## src/rtl/swd_wake_pkg.sv

```systemverilog
package swd_wake_pkg;

  typedef enum logic [1:0] {
    PH_IDLE = 2'd0,
    PH_LEAD = 2'd1,
    PH_LOW  = 2'd2,
    PH_HIGH = 2'd3
  } phase_t;

  typedef enum logic [2:0] {
    ST_WAKE  = 3'd0,
    ST_ALERT = 3'd1,
    ST_ZPRE  = 3'd2,
    ST_CODE  = 3'd3,
    ST_LRST  = 3'd4,
    ST_TAIL  = 3'd5
  } stage_t;

  // Total number of bits in the wake-up stream.
  function automatic int stream_len(input int wake, input int alert, input int zpre,
                                    input int code, input int lrst, input int tail);
    return wake + alert + zpre + code + lrst + tail;
  endfunction

  // Width that can hold values 0..n-1, never below one bit.
  function automatic int idx_width(input int n);
    return (n > 2) ? $clog2(n) : 1;
  endfunction

endpackage

```

## src/rtl/swd_wake_div.sv

```systemverilog
module swd_wake_div #(
  parameter int HALF_DIV = 4
) (
  input  logic clk,
  input  logic rst_n,
  input  logic run,
  output logic tick
);
  localparam int CW = swd_wake_pkg::idx_width(HALF_DIV);
  localparam logic [CW-1:0] TOP = CW'(HALF_DIV - 1);

  logic [CW-1:0] cnt_q;
  logic          wrap_w;

  assign wrap_w = (cnt_q == TOP);
  assign tick   = run && wrap_w;

  always_ff @(posedge clk or negedge rst_n) begin
    if (!rst_n)      cnt_q <= '0;
    else if (!run)   cnt_q <= '0;
    else if (wrap_w) cnt_q <= '0;
    else             cnt_q <= cnt_q + 1'b1;
  end

  // the phase counter never passes the half-period length
  assert_div_range_R9: assert property (@(posedge clk) disable iff (!rst_n)
    cnt_q <= TOP);

  // a half period ends by wrapping the counter back to zero
  assert_div_wrap_R9: assert property (@(posedge clk) disable iff (!rst_n)
    tick |=> (cnt_q == '0));

endmodule

```

## src/rtl/swd_wake_bits.sv

```systemverilog
module swd_wake_bits
  import swd_wake_pkg::*;
#(
  parameter int              WAKE_ONES  = 8,
  parameter int              ALERT_LEN  = 128,
  parameter logic [127:0]    ALERT      = 128'h49CF9046_A9B4A161_97F5BBC7_45703D98,
  parameter int              ZERO_PRE   = 4,
  parameter int              CODE_LEN   = 8,
  parameter logic [7:0]      ACT_CODE   = 8'h1A,
  parameter int              RESET_ONES = 64,
  parameter int              TAIL_ZEROS = 8,
  parameter int              IW         = 8
) (
  input  logic [IW-1:0] idx_i,
  output logic          bit_o,
  output stage_t        stage_o
);
  localparam int B_WAKE  = WAKE_ONES;
  localparam int B_ALERT = B_WAKE + ALERT_LEN;
  localparam int B_ZPRE  = B_ALERT + ZERO_PRE;
  localparam int B_CODE  = B_ZPRE + CODE_LEN;
  localparam int B_LRST  = B_CODE + RESET_ONES;
  localparam int AW      = idx_width(ALERT_LEN);
  localparam int KW      = idx_width(CODE_LEN);

  int            pos;
  logic [AW-1:0] a_sel;
  logic [KW-1:0] k_sel;

  always_comb begin
    pos   = int'(idx_i);
    a_sel = AW'(B_ALERT - 1 - pos);
    k_sel = KW'(pos - B_ZPRE);
    if (pos < B_WAKE) begin
      stage_o = ST_WAKE;
      bit_o   = 1'b1;
    end else if (pos < B_ALERT) begin
      stage_o = ST_ALERT;
      bit_o   = ALERT[a_sel];
    end else if (pos < B_ZPRE) begin
      stage_o = ST_ZPRE;
      bit_o   = 1'b0;
    end else if (pos < B_CODE) begin
      stage_o = ST_CODE;
      bit_o   = ACT_CODE[k_sel];
    end else if (pos < B_LRST) begin
      stage_o = ST_LRST;
      bit_o   = 1'b1;
    end else begin
      stage_o = ST_TAIL;
      bit_o   = 1'b0;
    end
  end

endmodule

```

## src/rtl/swd_wake_seq.sv

```systemverilog
module swd_wake_seq
  import swd_wake_pkg::*;
#(
  parameter int           HALF_DIV   = 4,
  parameter int           WAKE_ONES  = 8,
  parameter int           ALERT_LEN  = 128,
  parameter logic [127:0] ALERT      = 128'h49CF9046_A9B4A161_97F5BBC7_45703D98,
  parameter int           ZERO_PRE   = 4,
  parameter int           CODE_LEN   = 8,
  parameter logic [7:0]   ACT_CODE   = 8'h1A,
  parameter int           RESET_ONES = 64,
  parameter int           TAIL_ZEROS = 8
) (
  input  logic clk,
  input  logic rst_n,
  input  logic start,
  output logic swclk,
  output logic swdio_out,
  output logic swdio_oe,
  output logic busy,
  output logic done
);
  localparam int TOTAL = stream_len(WAKE_ONES, ALERT_LEN, ZERO_PRE,
                                    CODE_LEN, RESET_ONES, TAIL_ZEROS);
  localparam int IW = idx_width(TOTAL);
  localparam logic [IW-1:0] LAST_IDX = IW'(TOTAL - 1);

  phase_t        state_q, state_d;
  logic [IW-1:0] idx_q, idx_d;
  logic          tick_w, last_w, fin_w;
  logic          bit_nx_w, bit_now_w;
  stage_t        stage_nx_w, stage_now_w;
  logic          swclk_q, dio_q, oe_q, done_q;

  swd_wake_div #(.HALF_DIV(HALF_DIV)) div_i (
    .clk  (clk),
    .rst_n(rst_n),
    .run  (state_q != PH_IDLE),
    .tick (tick_w)
  );

  // Bit for the index to be driven next.
  swd_wake_bits #(
    .WAKE_ONES(WAKE_ONES), .ALERT_LEN(ALERT_LEN), .ALERT(ALERT),
    .ZERO_PRE(ZERO_PRE), .CODE_LEN(CODE_LEN), .ACT_CODE(ACT_CODE),
    .RESET_ONES(RESET_ONES), .TAIL_ZEROS(TAIL_ZEROS), .IW(IW)
  ) bits_nx_i (
    .idx_i  (idx_d),
    .bit_o  (bit_nx_w),
    .stage_o(stage_nx_w)
  );

  // Stage of the bit now on the wire, brought out for the checks.
  swd_wake_bits #(
    .WAKE_ONES(WAKE_ONES), .ALERT_LEN(ALERT_LEN), .ALERT(ALERT),
    .ZERO_PRE(ZERO_PRE), .CODE_LEN(CODE_LEN), .ACT_CODE(ACT_CODE),
    .RESET_ONES(RESET_ONES), .TAIL_ZEROS(TAIL_ZEROS), .IW(IW)
  ) bits_now_i (
    .idx_i  (idx_q),
    .bit_o  (bit_now_w),
    .stage_o(stage_now_w)
  );

  assign last_w = (idx_q == LAST_IDX);

  always_comb begin
    state_d = state_q;
    idx_d   = idx_q;
    fin_w   = 1'b0;
    unique case (state_q)
      PH_IDLE: if (start) begin
        state_d = PH_LEAD;
        idx_d   = '0;
      end
      PH_LEAD: if (tick_w) state_d = PH_LOW;
      PH_LOW:  if (tick_w) state_d = PH_HIGH;
      PH_HIGH: if (tick_w) begin
        if (last_w) begin
          state_d = PH_IDLE;
          fin_w   = 1'b1;
        end else begin
          state_d = PH_LOW;
          idx_d   = idx_q + 1'b1;
        end
      end
      default: state_d = PH_IDLE;
    endcase
  end

  always_ff @(posedge clk or negedge rst_n) begin
    if (!rst_n) begin
      state_q <= PH_IDLE;
      idx_q   <= '0;
      swclk_q <= 1'b0;
      dio_q   <= 1'b0;
      oe_q    <= 1'b0;
      done_q  <= 1'b0;
    end else begin
      state_q <= state_d;
      idx_q   <= idx_d;
      swclk_q <= (state_d == PH_HIGH);
      dio_q   <= ((state_d == PH_LOW) || (state_d == PH_HIGH)) && bit_nx_w;
      oe_q    <= (state_d != PH_IDLE);
      done_q  <= fin_w;
    end
  end

  assign swclk     = swclk_q;
  assign swdio_out = dio_q;
  assign swdio_oe  = oe_q;
  assign busy      = (state_q != PH_IDLE);
  assign done      = done_q;

  // an accepted start leads in with both lines low and the pin driven
  assert_start_lead_R2: assert property (@(posedge clk) disable iff (!rst_n)
    (start && !busy) |=> (busy && swdio_oe && !swclk && !swdio_out));

  // the settle bits are all ones at the sampling edge
  assert_wake_ones_R3: assert property (@(posedge clk) disable iff (!rst_n)
    (swclk && stage_now_w == ST_WAKE) |-> swdio_out);

  // the zero prefix is low at the sampling edge
  assert_zero_pre_R5: assert property (@(posedge clk) disable iff (!rst_n)
    (swclk && stage_now_w == ST_ZPRE) |-> !swdio_out);

  // the activation code bit on the wire matches the selected code bit
  assert_code_bits_R6: assert property (@(posedge clk) disable iff (!rst_n)
    (swclk && stage_now_w == ST_CODE) |-> (swdio_out == bit_now_w));

  // the line reset is all ones at the sampling edge
  assert_line_reset_R7: assert property (@(posedge clk) disable iff (!rst_n)
    (swclk && stage_now_w == ST_LRST) |-> swdio_out);

  // the tail is low and done is a single-cycle pulse after busy ends
  assert_tail_zero_R8: assert property (@(posedge clk) disable iff (!rst_n)
    (swclk && stage_now_w == ST_TAIL) |-> !swdio_out);
  assert_done_pulse_R8: assert property (@(posedge clk) disable iff (!rst_n)
    done |-> (!busy && $past(busy)) ##1 !done);

  // data holds still while the clock is high
  assert_hold_high_R9: assert property (@(posedge clk) disable iff (!rst_n)
    (swclk && $past(swclk)) |-> $stable(swdio_out));

  // the first bit sent after a start is a settle bit
  assert_first_bit_R9: assert property (@(posedge clk) disable iff (!rst_n)
    (state_q == PH_LEAD && state_d == PH_LOW) |-> (stage_nx_w == ST_WAKE));

  // idle lines are low and released
  assert_idle_lines_R10: assert property (@(posedge clk) disable iff (!rst_n)
    !busy |-> (!swclk && !swdio_oe && !swdio_out));

  // a start during a run never restarts the lead-in
  assert_ignore_start_R11: assert property (@(posedge clk) disable iff (!rst_n)
    (busy && start && state_q != PH_LEAD) |=> (state_q != PH_LEAD));

  // the pin is driven for the whole run
  assert_oe_busy_R12: assert property (@(posedge clk) disable iff (!rst_n)
    busy |-> swdio_oe);

endmodule

```

## config.mk

```make
export PLATFORM = sky130hd
export DESIGN_NAME = swd_wake_seq
export DESIGN_NICKNAME = d
export VERILOG_FILES = /design/src/rtl/swd_wake_pkg.sv /design/src/rtl/swd_wake_div.sv /design/src/rtl/swd_wake_bits.sv /design/src/rtl/swd_wake_seq.sv
export SDC_FILE = /design/constraint.sdc
export NUM_CORES = 1
export LEC_CHECK = 0
export CORE_UTILIZATION = 63
export CTS_CLUSTER_SIZE = 28
export DETAILED_ROUTE_END_ITERATION = 6
export DONT_BUFFER_PORTS = 1
export GPL_TIMING_DRIVEN = 0
export MAX_ROUTING_LAYER = met4
export PLACE_DENSITY_LB_ADDON = 0.2
export SLEW_MARGIN = 10
export SYNTH_ARGS = -nofsm -noshare
export SYNTH_HDL_FRONTEND = slang
export SYNTH_SLANG_ARGS = --single-unit
```

## constraint.sdc

```tcl
create_clock -name clk -period 3.8 [get_ports clk]
set_input_delay 0.38 -clock clk [delete_from_list [all_inputs] [get_ports clk]]
set_output_delay 0.38 -clock clk [all_outputs]
set_load 0.005 [all_outputs]
```

* After elaboration in Yosys (flattened, before gate mapping)
Memory sizes are Yosys's and may differ from the RTL's.
Index checks and enable logic that the tools add are counted.
** Operators by class
- Add/subtract/negate cells :: 4
- Multiply operators :: 0
- Div/mod/pow operators :: 0
- $lt $le $gt $ge :: 7
- Equality and inequality tests :: 7
- Shifts and indexed selects :: 0
- Mux-type cells :: 22
- Bitwise logic cells :: 0
- Reduce and logical (&&, ||, !) cells :: 6
** Operator list (number)
- $lt 8x8->1 const B :: 4
- $mux 8 :: 3
- $pmux 8 s2 :: 1
- $mux 2 :: 7
- $eq 2x2->1 const B :: 5
- $mux 1 :: 10
- $add 8x1->8 const B :: 1
- $eq 8x8->1 const B :: 1
- $lt 7x8->1 const B :: 1
- $lt 8x4->1 const B :: 1
- $pmux 2 s4 :: 1
- $sub 3x7->7 const A :: 1
- $lt 3x4->1 const B :: 1
- $reduce_bool 2->1 :: 2
- $sub 3x3->3 const B :: 1
- $add 2x1->2 const B :: 1
- $eq 2x1->1 const B :: 1
- $logic_and 1x1->1 :: 2
- $logic_not 2->1 :: 1
- $logic_or 1x1->1 :: 1
** Storage, ports and cells
- Flip-flop bits (word level) :: 16
- Bits in latches :: 0
- Memory bits (writable) :: 0
- ROM bits :: 136
- Logic and storage cells :: 55
- Memories kept :: 2
** Memories
- (name not given) :: words 128, bits a word 1, read ports 1, clocked after Yosys merged registers in 0, wr ports 0, RTL line swd_wake_bits.sv:39 : bit_o = ALERT[a_sel];
- (name not given) :: words 8, bits a word 1, read ports 1, clocked after Yosys merged registers in 0, wr ports 0, RTL line swd_wake_bits.sv:45 : bit_o = ACT_CODE[k_sel];

* Longest topological paths before layout
Gate-level depths: netlist of run 1.
- Word-level depth :: 12
- Gate-level depth with buffers :: 15
- Gate-level depth less buffers :: 14

* By module
Synthesis of run 1 repeated with hierarchy kept, for this count alone.
** Unflattened totals
- Cells, all modules :: 167
- Area, all modules :: 1460.2 µm²
** Modules (own cells, without submodules)
- swd_wake_seq :: instances 1, cells an instance 91, area each 824.5 µm², sequential area each 350.3 µm²
- swd_wake_bits :: instances 1, cells an instance 70, area each 546.8 µm², sequential area each 0.0 µm²
- swd_wake_div :: instances 1, cells an instance 6, area each 88.8 µm², sequential area each 50.0 µm²

* Worst setup path after synthesis of run 1
No wires, ideal clock.
- Path type :: reg2reg
- From :: register state_q[0]
- To :: register dio_q (netlist: swdio_out)
- Arrival :: 2.709 ns
- Required time :: 3.652 ns
- Setup slack :: 0.943 ns
- Stages on the path, launching flop included :: 14
- Path buffers :: 2
- Clock period less this slack :: 2.857 ns
- Cell sequence :: dfrtp_1 -> inv_1 -> ha_1 -> buf_6 -> and4bb_2 -> o2bb2ai_2 -> inv_2 -> ha_1 -> clkbuf_1 -> o31ai_2 -> a21oi_1 -> o21ai_1 -> a311oi_1 -> o21ai_1
** Between the ends
- Word-level cells in the longest chain between the ends :: 12
- Elaborated cells on any way between the ends :: 33
- Classes of those cells :: add/sub: 2; order compare: 5; eq/ne: 5; mux: 14; reduce/logical: 5; memory: 2
** Ends and longest elaborated chain
- start: declaration :: RTL line swd_wake_seq.sv:28 : phase_t state_q, state_d;
- start signal: assignment :: RTL line swd_wake_seq.sv:99 : state_q <= state_d;
- branches (longest 11 deep; another with $sub 3x7->7)
- $logic_and 1x1->1 (*) :: RTL line swd_wake_seq.sv:102 : dio_q <= ((state_d == PH_LOW) || (state_d == PH_HIGH)) && bit_nx_w;
- end signal: assignment :: RTL line swd_wake_seq.sv:102
- end: declaration :: RTL line swd_wake_seq.sv:33 : logic swclk_q, dio_q, oe_q, done_q;
Mark *: on every way between the ends. The select of a mux whose other input is x is not followed.

* Worst setup path in the final report of run 1
- From :: register state_q[1]
- To :: register dio_q (netlist: swdio_out)
The elaborated chain is that of the path after synthesis.

==> metrics.yaml, run 1 <==
global_routing:
  grt_max_degree: 17
  track_usage_pct: 30.09
  grt-ovfl-total: 0
  grt_pass1_wl_um: 5526
  antenna_found_initial: 0
  grt_pass1_vias: 1177
pwr:
  seqPwrFrac_pct: 60.0
  p_leak_nw: 0.6449
  p_int_w: 0.0002292
  pwr-share-clk_pct: 38.7
  irDropWorstVdd_v: 0.0002419
  swShare_pct: 19.20
  p_switching_w: 0.00005447
  p_per_area_nw_per_um2: 178.8
  combPwrFrac_pct: 1.3
critical_path:
  crit_required_ns: 3.94
  worst_setup_path_end_kind: "register"
  cp-start-kind: "register"
  criticalPathCategory: "register to register"
  critPathMaxFanout: 10
  cp_data_arrival_time_ns: 3.62
route:
  via_per_inst: 6.568
  drt_iter0_markers: 41
  ant_nets: 0
  route.detailed.drc: 0
  wl_um: 3292
  vias: 1307
  dr.pass1.iters: 4
  wire_per_inst_um: 16.54
yosys:
  netlist_instances: 166
  post-synth-top-area-cell: "dfrtp_1"
  synth_edf_count: 0
  synthSimpleGateAreaFrac_pct: 20.70
  synth_seq_cells: 16
  synthAdderAreaFrac_pct: 9.975
  synth.avg_cell_area_um2: 9.067
  synth_top_family_by_area: "compound AO/OA/AOI/OAI gates"
  syn_area_um2: 1505
  synth_cell_type_count: 61
  synth_area_leaders: "dfrtp_1, ha_1, inv_1"
  postSynth.asyncResetShare_pct: 100.0
  yosys_warnings: 0
  synth_top_area_share_pct: 26.60
  synth_seq_area_share_pct: 26.60
  synthMuxAreaShare_pct: 1.330
  synthFlopType: "dfrtp_1"
  synth_compound_area_share_pct: 30.42
  synth_xor_area_share_pct: 1.746
  syn-num-nets: 181
sta:
  post-route-min-period_ns: 3.482
  fin_hold_ws_ns: 0.4415
  setup_viol: 0
  post-route-period-util_pct: 91.63
  max_slew.worst_pin.slew_ns: 0.9608
  rsz0062_at_grt: "no"
  fmax_mhz: 287.2
  drv_slew: 0
  fin_worst_skew_ns: 0.006260
  hold_violations: 0
  tns_ns: 0
  relSlewSlack_pct: 35.11
final_layout:
  antennaDiodeCount: 0
  drive_above_1_share_pct: 18.71
  areaGrowthSynthToFinish_pct: 5.403
  fill_cells: 182
  final_common_cell: "dfrtp_1"
  nets: 187
  final_cell_mix: "dfrtp_1, ha_1, inv_1, nor2_1, a21oi_1"
cts:
  holdBufCountCts: 1
  clock_sinks: 16
  htree_levels: 1
  cts_tree: "built"
  post_cts_resized: 0
  cts_max_path_buffers: 2
  cts-root-buf: "clkbuf_4"
  clock_latency_ns: 0.29
  cts_buffers: 3
  cts_setup_buffers: 0
  clk_pin_slew_worst_paths_ns: 0.09
die:
  dieWidth_um: 50.88
  core_um2: 2233
  die_y_um: 50.88
  start_util_pct: 67.39
  die_area_um2: 2589
  ios: 8
  rows: 17
run_status:
  outcome: "finished, final reports clean"
place:
  dp_hpwl_um: 2555
  place_congestion: 0.8936
  port_buffers: 0
flow_run:
  cap_violations: 0
hold_path:
  hp-class: "register to register"
[cell usage after synthesis, types with 2 or more instances]
cell type and n:
dfrtp_1 16, ha_1 12, inv_1 11, nor2_1 9
a21oi_1 8, nand2_1 6, nor3_1 6, o21ai_0 6
o21ai_1 5, nand3_1 4, o211ai_1 4, o21a_1 4
buf_6 3, inv_2 3, nand2b_1 3, o2111ai_1 3
o22ai_1 3, o31ai_1 3, a211oi_1 2, and2b_1 2
and3_1 2, buf_2 2, buf_4 2, mux2i_1 2
nand2b_4 2, nand3b_1 2, nand4_1 2, nor2b_1 2
nor4_1 2, o211a_1 2, o21ai_2 2, xor2_1 2
[worst max-delay path, cell delays in order, from the launching register on]
cell	delay, ns
dfrtp_1	0.46
inv_1	0.14
ha_1	0.18
buf_6	0.13
nor2b_1	0.34
o31ai_1	0.16
o2bb2ai_2	0.32
inv_2	0.17
ha_1	0.40
clkbuf_1	0.37
o31ai_2	0.12
a21oi_1	0.13
o21ai_1	0.09
a311oi_1	0.25
o21ai_1	0.08
[flip-flops by register name, indices dropped and copies added, names as in the netlist]
signal,cells
idx_q,8
div_i.cnt_q,2
state_q,2
done,1
swclk,1
swdio_oe,1
swdio_out,1
[cell type report]
class | instances | area [um^2] | area share (%)
Sequential cell | 16 | 400.4 | 25.24
Timing Repair Buffer | 1 | 10.01 | 0.6309
Tap cell | 28 | 35.03 | 2.208
Clock buffer | 4 | 36.28 | 2.287
Multi-Input combinational cell | 126 | 965.9 | 60.88
Buffer | 9 | 77.57 | 4.890
Inverter | 15 | 61.31 | 3.864
[kinds of logic (layout without fill, tap and decap cells)]
family,after synthesis,count (layout)
AOI/OAI and AO/OA,59,59
and+or+nand+nor,50,50
buffers and inverters,24,29
DFF,16,16
adders and majority gates,12,12
xor gates and xnor gates,3,3
muxes,2,2
[routing by layer]
metal,up-vias,GRT usage (%),wire length [um],share of wire [%]
met5,-,-,0,0
met4,0,12.04,57,1.7
met3,7,4.762,132,4.0
met2,35,48.00,1563,47
met1,629,38.46,1539,47
li1,636,-,-,-
[power by group through the flow]
| stage | Clock, W | Combinational [W] | Sequential [W] |
|---|---|---|---|
| after floorplan | 0 | 0.00000000396 | 0.000174 |
| after global placement | 0 | 0.00000000395 | 0.000174 |
| after detailed placement | 0 | 0.00000000394 | 0.000174 |
| after CTS | 0.000113 | 0.00000393 | 0.000170 |
| after global routing | 0.000122 | 0.00000448 | 0.000170 |
| final | 0.000110 | 0.00000377 | 0.000170 |
[per-stage QoR]
step	power [W]	util (%)	std cells	cell area [um^2]	worst slack [ns]
after detailed placement	0.0001735	68.96	194	1540	0.4076
after global placement	0.0001735	68.96	194	1540	0.5603
final	0.0002837	71.04	199	1587	0.3182
after global routing	0.0002971	71.04	199	1587	0.03017
after CTS	0.0002869	71.04	199	1587	0.3772
after floorplan	0.0001735	-	166	1505	0.9431
[path summary, 6_finish.rpt]
check | from | to | slack (ns) | cells after the start
min | div_i.cnt_q[0]$_DFF_PN0_ | div_i.cnt_q[0]$_DFF_PN0_ | 0.44 | 1
max | state_q[1]$_DFF_PN0_ | swdio_out$_DFF_PN0_ | 0.32 | 14
min reg2reg | div_i.cnt_q[0]$_DFF_PN0_ | div_i.cnt_q[0]$_DFF_PN0_ | 0.44 | 1
min in group asynchronous | rst_n | idx_q[2]$_DFF_PN0_ | 0.57 | 1
max in group asynchronous | rst_n | swdio_out$_DFF_PN0_ | 2.78 | 1
max reg2reg | state_q[1]$_DFF_PN0_ | swdio_out$_DFF_PN0_ | 0.32 | 14
No activity file was read; power rests on OpenSTA's default activity.
==> run 2, diff against run 1 <==
--- a/config.mk
+++ b/config.mk
@@ -5,7 +5,7 @@
 export SDC_FILE = /design/constraint.sdc
 export NUM_CORES = 1
 export LEC_CHECK = 0
-export CORE_UTILIZATION = 63
+export CORE_UTILIZATION = 68
 export CTS_CLUSTER_SIZE = 28
 export DETAILED_ROUTE_END_ITERATION = 6
 export DONT_BUFFER_PORTS = 1
==> constraint.sdc (replaced) <==
create_clock -name clk -period 4.3 [get_ports clk]
set_input_delay 0.43 -clock clk [delete_from_list [all_inputs] [get_ports clk]]
set_output_delay 0.43 -clock clk [all_outputs]
set_load 0.005 [all_outputs]
==> run 2 against run 1 <==
Die area decreased by 7.1%. Critical path depth unchanged. Critical path type unchanged. Via count increased by 1.1%. Clock skew increased by 0.0051 ns. Utilization increased by 7.4 points. Cell area about the same. Largest cell class unchanged. Global-route usage increased by 2.9 points. Total power decreased by 10%. Non-clock buffer count unchanged. Fmax increased by 3.4%. Setup slack improved by 0.61 ns. Worst hold slack improved by 0.0084 ns.
==> metrics.yaml, run 2 (synthesized netlist as in run 1, its figures left out) <==
critical_path:
  worst_setup_path_end_kind: "register"
  critPathMaxFanout: 10
  r2r-end: "swdio_out$_DFF_PN0_"
  reg2reg_from: "state_q[0]$_DFF_PN0_"
  crit_required_ns: 4.45
  cp-endpoint: "swdio_out$_DFF_PN0_"
  cp-start-kind: "register"
  startpoint: "state_q[0]$_DFF_PN0_"
  criticalPathCategory: "register to register"
  reg2reg_depth: 14
  cp_data_arrival_time_ns: 3.52
  r2r_slack_ns: 0.93
final_layout:
  reg_top3: "idx_q: 8 flops, div_i.cnt_q: 2 flops, state_q: 2 flops"
  stdcell_area_um2: 1585
  final_common_cell: "dfrtp_1"
  areaGrowthSynthToFinish_pct: 5.320
  final_cell_mix: "dfrtp_1, ha_1, inv_1, nor2_1, a21oi_1"
  drive_above_1_share_pct: 18.71
  final_cells: 198
  antennaDiodeCount: 0
  top_register: "idx_q"
  largest_reg_flops: 8
  nets: 187
sta:
  fin_worst_skew_ns: 0.01136
  tns_ns: 0
  finalWorstSetupSlack_ns: 0.9316
  hold_violations: 0
  rsz0062_at_grt: "no"
  relSlewSlack_pct: 29.38
  drv_slew: 0
  post-route-min-period_ns: 3.368
  fmax_mhz: 296.9
  max_slew.worst_pin.slew_ns: 1.046
  post-route-period-util_pct: 78.33
  setup_viol: 0
pwr:
  p_leak_nw: 0.6449
  p_per_area_nw_per_um2: 160.2
  irDropWorstVdd_v: 0.0001927
global_routing:
  grt-ovfl-total: 0
  grt_max_degree: 17
  grt_pass1_wl_um: 5989
  antenna_found_initial: 0
  grt_pass1_vias: 1322
  track_usage_pct: 32.95
die:
  die_y_um: 49.05
  start_util_pct: 74.44
  die_area_um2: 2406
  dieWidth_um: 49.05
  rows: 16
  ios: 8
  core_um2: 2022
route:
  vias: 1321
  wire_per_inst_um: 16.82
  dr.pass1.iters: 4
  route.detailed.drc: 0
  via_per_inst: 6.672
  drt_iter0_markers: 103
  ant_nets: 0
  wl_um: 3331
cts:
  post_cts_resized: 0
  cts-root-buf: "clkbuf_4"
  clock_latency_ns: 0.30
  clock_sinks: 16
  cts_setup_buffers: 0
  cts_max_path_buffers: 2
  cts_buffers: 3
  cts_tree: "built"
  clk_pin_slew_worst_paths_ns: 0.10
  htree_levels: 1
place:
  dpl_cell_area_um2: 1539
  place_ws_ns: 0.9960
  dp_hpwl_um: 2416
  place_congestion: 0.8913
  port_buffers: 0
  dp_cells: 193
flow_run:
  cap_violations: 0
hold_path:
  hp-class: "register to register"
run_status:
  outcome: "finished, final reports clean"
## run 2: cell counts in the layout (fill, tap and decap cells not counted)
No cell type changed its count.
## run 2: per-layer routing
layer	part of all wire, %	track usage [%]	wire length (um)	vias up
met4	1.7	8.824	55	0
met1	44	45.19	1459	596
met3	9.4	6.231	313	9
met2	45	49.77	1503	78
li1	-	-	-	638
met5	0	-	0	-
## run 2: what timing repair did
action	CTS	global route
setup endpoints to repair	0	0
hold buffers	1	0
endpoints found under the hold margin	16	0
## run 2: worst min path at each step
| stage | startpoint | to | slack (ns) | depth (start not counted) |
|---|---|---|---|---|
| floorplan | rst_n | div_i.cnt_q[0]$_DFF_PN0_ | 0.13 | 0 |
| global placement | rst_n | done$_DFF_PN0_ | 0.13 | 0 |
| detailed placement | rst_n | idx_q[5]$_DFF_PN0_ | 0.13 | 0 |
| CTS | div_i.cnt_q[0]$_DFF_PN0_ | div_i.cnt_q[0]$_DFF_PN0_ | 0.45 | 1 |
| global route | div_i.cnt_q[0]$_DFF_PN0_ | div_i.cnt_q[0]$_DFF_PN0_ | 0.49 | 1 |
| finish | div_i.cnt_q[0]$_DFF_PN0_ | div_i.cnt_q[0]$_DFF_PN0_ | 0.45 | 1 |
## run 2: layout make-up
cell class / count / area, um^2
multi-input cells: 126 / 965.9
plain buffers: 9 / 77.57
clock buffers: 4 / 36.28
flip-flops and latches: 16 / 400.4
fillers: 143 / 436.7
inverters: 15 / 61.31
well taps: 27 / 33.78
repair buffers: 1 / 10.01
## run 2: critical path, stage by stage, from the launching register on
cell and delay [ns]:
dfrtp_1 0.42, inv_1 0.11, ha_1 0.18, buf_6 0.13, nor2b_1 0.32, o31ai_1 0.17
o2bb2ai_2 0.27, inv_2 0.16, ha_1 0.38, clkbuf_1 0.37, o31ai_2 0.13, a21oi_1 0.13
o21ai_1 0.09, a311oi_1 0.27, o21ai_1 0.10
## run 2: where the power goes
| group | switching [W] | total [W] | internal (W) |
|---|---|---|---|
| Combinational | 0.00000281 | 0.00000343 | 0.000000617 |
| Clock | 0.0000484 | 0.000100 | 0.0000517 |
| Sequential | 0 | 0.000150 | 0.000150 |
| Total | 0.0000513 | 0.000254 | 0.000203 |
## run 2: metrics by stage
step                hold slack, ns  total power, W  utilization (%)
floorplan                   0.1344       0.0001534                -
CTS                         0.4514       0.0002551            78.40
detailed placement          0.1348       0.0001534            76.11
finish                      0.4499       0.0002539            78.40
global route                0.4926       0.0002613            78.40
global placement            0.1347       0.0001534            76.11
==> run 3, diff against run 2 <==
--- a/config.mk
+++ b/config.mk
@@ -5,7 +5,7 @@
 export SDC_FILE = /design/constraint.sdc
 export NUM_CORES = 1
 export LEC_CHECK = 0
-export CORE_UTILIZATION = 68
+export CORE_UTILIZATION = 57
 export CTS_CLUSTER_SIZE = 28
 export DETAILED_ROUTE_END_ITERATION = 6
 export DONT_BUFFER_PORTS = 1
==> constraint.sdc (replaced) <==
create_clock -name clk -period 3 [get_ports clk]
set_input_delay 0.3 -clock clk [delete_from_list [all_inputs] [get_ports clk]]
set_output_delay 0.3 -clock clk [all_outputs]
set_load 0.005 [all_outputs]
==> run 3 against run 2 <==
Register-to-register slack lost 0.81 ns. Wire length grew 13%. Count of clock-buffer cells in the layout is the same. Cell count grew 7.6%. Critical endpoint unchanged. Highest routed layer unchanged.
==> metrics.yaml, run 3 (synthesized netlist as in run 1, its figures left out) <==
run_status:
  outcome: "finished, final reports clean"
pwr:
  pwr-share-clk_pct: 40.4
  p_per_area_nw_per_um2: 197.7
  seqPwrFrac_pct: 58.3
  swShare_pct: 21.47
  combPwrFrac_pct: 1.3
  p_leak_nw: 0.6967
  irDropWorstVdd_v: 0.0002316
  p_switching_w: 0.00007939
  p_int_w: 0.0002904
route:
  vias: 1356
  drt_iter0_markers: 36
  route.met2.wl_um: 1877
  wl_um: 3768
  via_per_inst: 6.366
  top_layer_used: "met4"
  ant_nets: 0
  met3WireLength_um: 141
  route.detailed.drc: 0
  wl_met1_um: 1661
  dr.pass1.iters: 4
  wire_per_inst_um: 17.69
cts:
  clock_latency_ns: 0.30
  htree_levels: 1
  cts_buffers: 3
  cts-root-buf: "clkbuf_4"
  cts_max_path_buffers: 2
  clock_sinks: 16
  cts_tree: "built"
  clk_pin_slew_worst_paths_ns: 0.10
final_layout:
  final_common_cell: "dfrtp_1"
  antennaDiodeCount: 0
  nets: 199
  post-route-util_pct: 75.51
  final_cells: 213
  largest_reg_flops: 8
  areaGrowthSynthToFinish_pct: 24.27
  multiInputGateArea_um2: 1134
  seq_area_um2: 402.9
  top_register: "idx_q"
  drive_above_1_share_pct: 40.98
  reg_top3: "idx_q: 8 flops, div_i.cnt_q: 2 flops, state_q: 2 flops"
  final_cell_mix: "dfrtp_1, buf_4, nor2_1, inv_1, a21oi_1"
  fill_cells: 164
global_routing:
  grt_pass1_vias: 1196
  grt_pass1_wl_um: 5602
  track_usage_pct: 27.85
  grt-ovfl-total: 0
  antenna_found_initial: 0
  grt_max_degree: 17
sta:
  tns_ns: 0
  relSlewSlack_pct: 47.86
  drv_slew: 0
  post-route-min-period_ns: 2.880
  max_slew.worst_pin.slew_ns: 0.7720
  rsz0062_at_grt: "yes"
  post-route-period-util_pct: 95.98
  fin_hold_ws_ns: 0.3249
  fmax_mhz: 347.3
  setup_viol: 0
  fin_worst_skew_ns: 0.007349
  hold_violations: 0
place:
  dp_hpwl_um: 2539
  dp_cells: 196
  port_buffers: 0
  place_congestion: 0.9409
hold_path:
  hp-class: "input port to register"
die:
  rows: 18
  core_um2: 2477
  start_util_pct: 60.76
  dieWidth_um: 53.39
  die_area_um2: 2850
  ios: 8
  die_y_um: 53.39
flow_run:
  cap_violations: 0
critical_path:
  cp_data_arrival_time_ns: 3.04
  worst_setup_path_end_kind: "register"
  criticalPathCategory: "register to register"
  cp-start-kind: "register"
  crit_required_ns: 3.16
  critPathMaxFanout: 10
[run 3: cell types whose count changed in the layout (fill, tap and decap cells not counted), sizes merged]
cell	before	now
buf	8	19
clkbuf	5	6
clkinvlp	0	1
inv	15	14
[run 3: path summary, 6_finish.rpt]
path                       slack (ns)  cells past startpoint                       end                     start
hold reg to reg                  0.45                      1  div_i.cnt_q[0]$_DFF_PN0_  div_i.cnt_q[0]$_DFF_PN0_
max in group asynchronous        2.00                      1      state_q[0]$_DFF_PN0_                     rst_n
setup / recovery                 0.12                     14       swdio_out$_DFF_PN0_      state_q[0]$_DFF_PN0_
min in group asynchronous        0.49                      1  div_i.cnt_q[1]$_DFF_PN0_                     rst_n
setup reg to reg                 0.12                     14       swdio_out$_DFF_PN0_      state_q[0]$_DFF_PN0_
hold / removal                   0.32                      3      state_q[1]$_DFF_PN0_                     start
[run 3: final cells by class]
| cell class | count | share of cell area [%] |
|---|---|---|
| Inverter | 15 | 3.880 |
| Clock buffer | 4 | 1.940 |
| Multi-Input combinational cell | 126 | 60.60 |
| Buffer | 7 | 3.478 |
| Timing Repair Buffer | 15 | 6.555 |
| Sequential cell | 16 | 21.54 |
| Tap cell | 30 | 2.007 |
[run 3: timing repair]
| item | 4_1_cts | 5_1_grt |
|---|---|---|
| pin swaps | 2 | 11 |
| gates resized for setup | 10 | 37 |
| setup endpoints to repair | 1 | 1 |
| hold endpoints to repair | 16 | 0 |
| hold buffers | 1 | 0 |
| buffers inserted | 0 | 14 |
[run 3: power by group through the flow]
| stage | Sequential (W) | Clock [W] | Combinational, W |
|---|---|---|---|
| after floorplan | 0.000220 | 0 | 0.00000000489 |
| after global placement | 0.000220 | 0 | 0.00000000488 |
| after detailed placement | 0.000220 | 0 | 0.00000000488 |
| after CTS | 0.000216 | 0.000150 | 0.00000521 |
| after global routing | 0.000216 | 0.000167 | 0.00000601 |
| final | 0.000215 | 0.000149 | 0.00000494 |
[run 3: routing by layer]
metal	up-vias	GRT usage [%]
li1	659	-
met1	642	36.59
met2	44	43.75
met3	11	4.310
met4	0	8.333
met5	-	-
[run 3: metrics by stage]
| stage | cell area (um^2) | worst slack (ns) | total power, W |
|---|---|---|---|
| detailed placement | 1543 | -0.3758 | 0.0002198 |
| CTS | 1635 | 0.01526 | 0.0003707 |
| global route | 1871 | -0.07420 | 0.0003882 |
| global placement | 1543 | -0.2668 | 0.0002198 |
| finish | 1871 | 0.1205 | 0.0003698 |
| floorplan | 1505 | 0.1431 | 0.0002198 |
[run 3: critical path, stage by stage, from the launching register on]
cell      delay (ns)
dfrtp_2         0.45
ha_4            0.19
clkbuf_4        0.21
nor2b_2         0.20
nand2_2         0.09
o21a_1          0.21
nor2_4          0.23
inv_2           0.11
ha_4            0.16
inv_1           0.06
mux2i_2         0.07
a221oi_2        0.26
o21ai_1         0.11
a311oi_1        0.29
o21ai_1         0.08
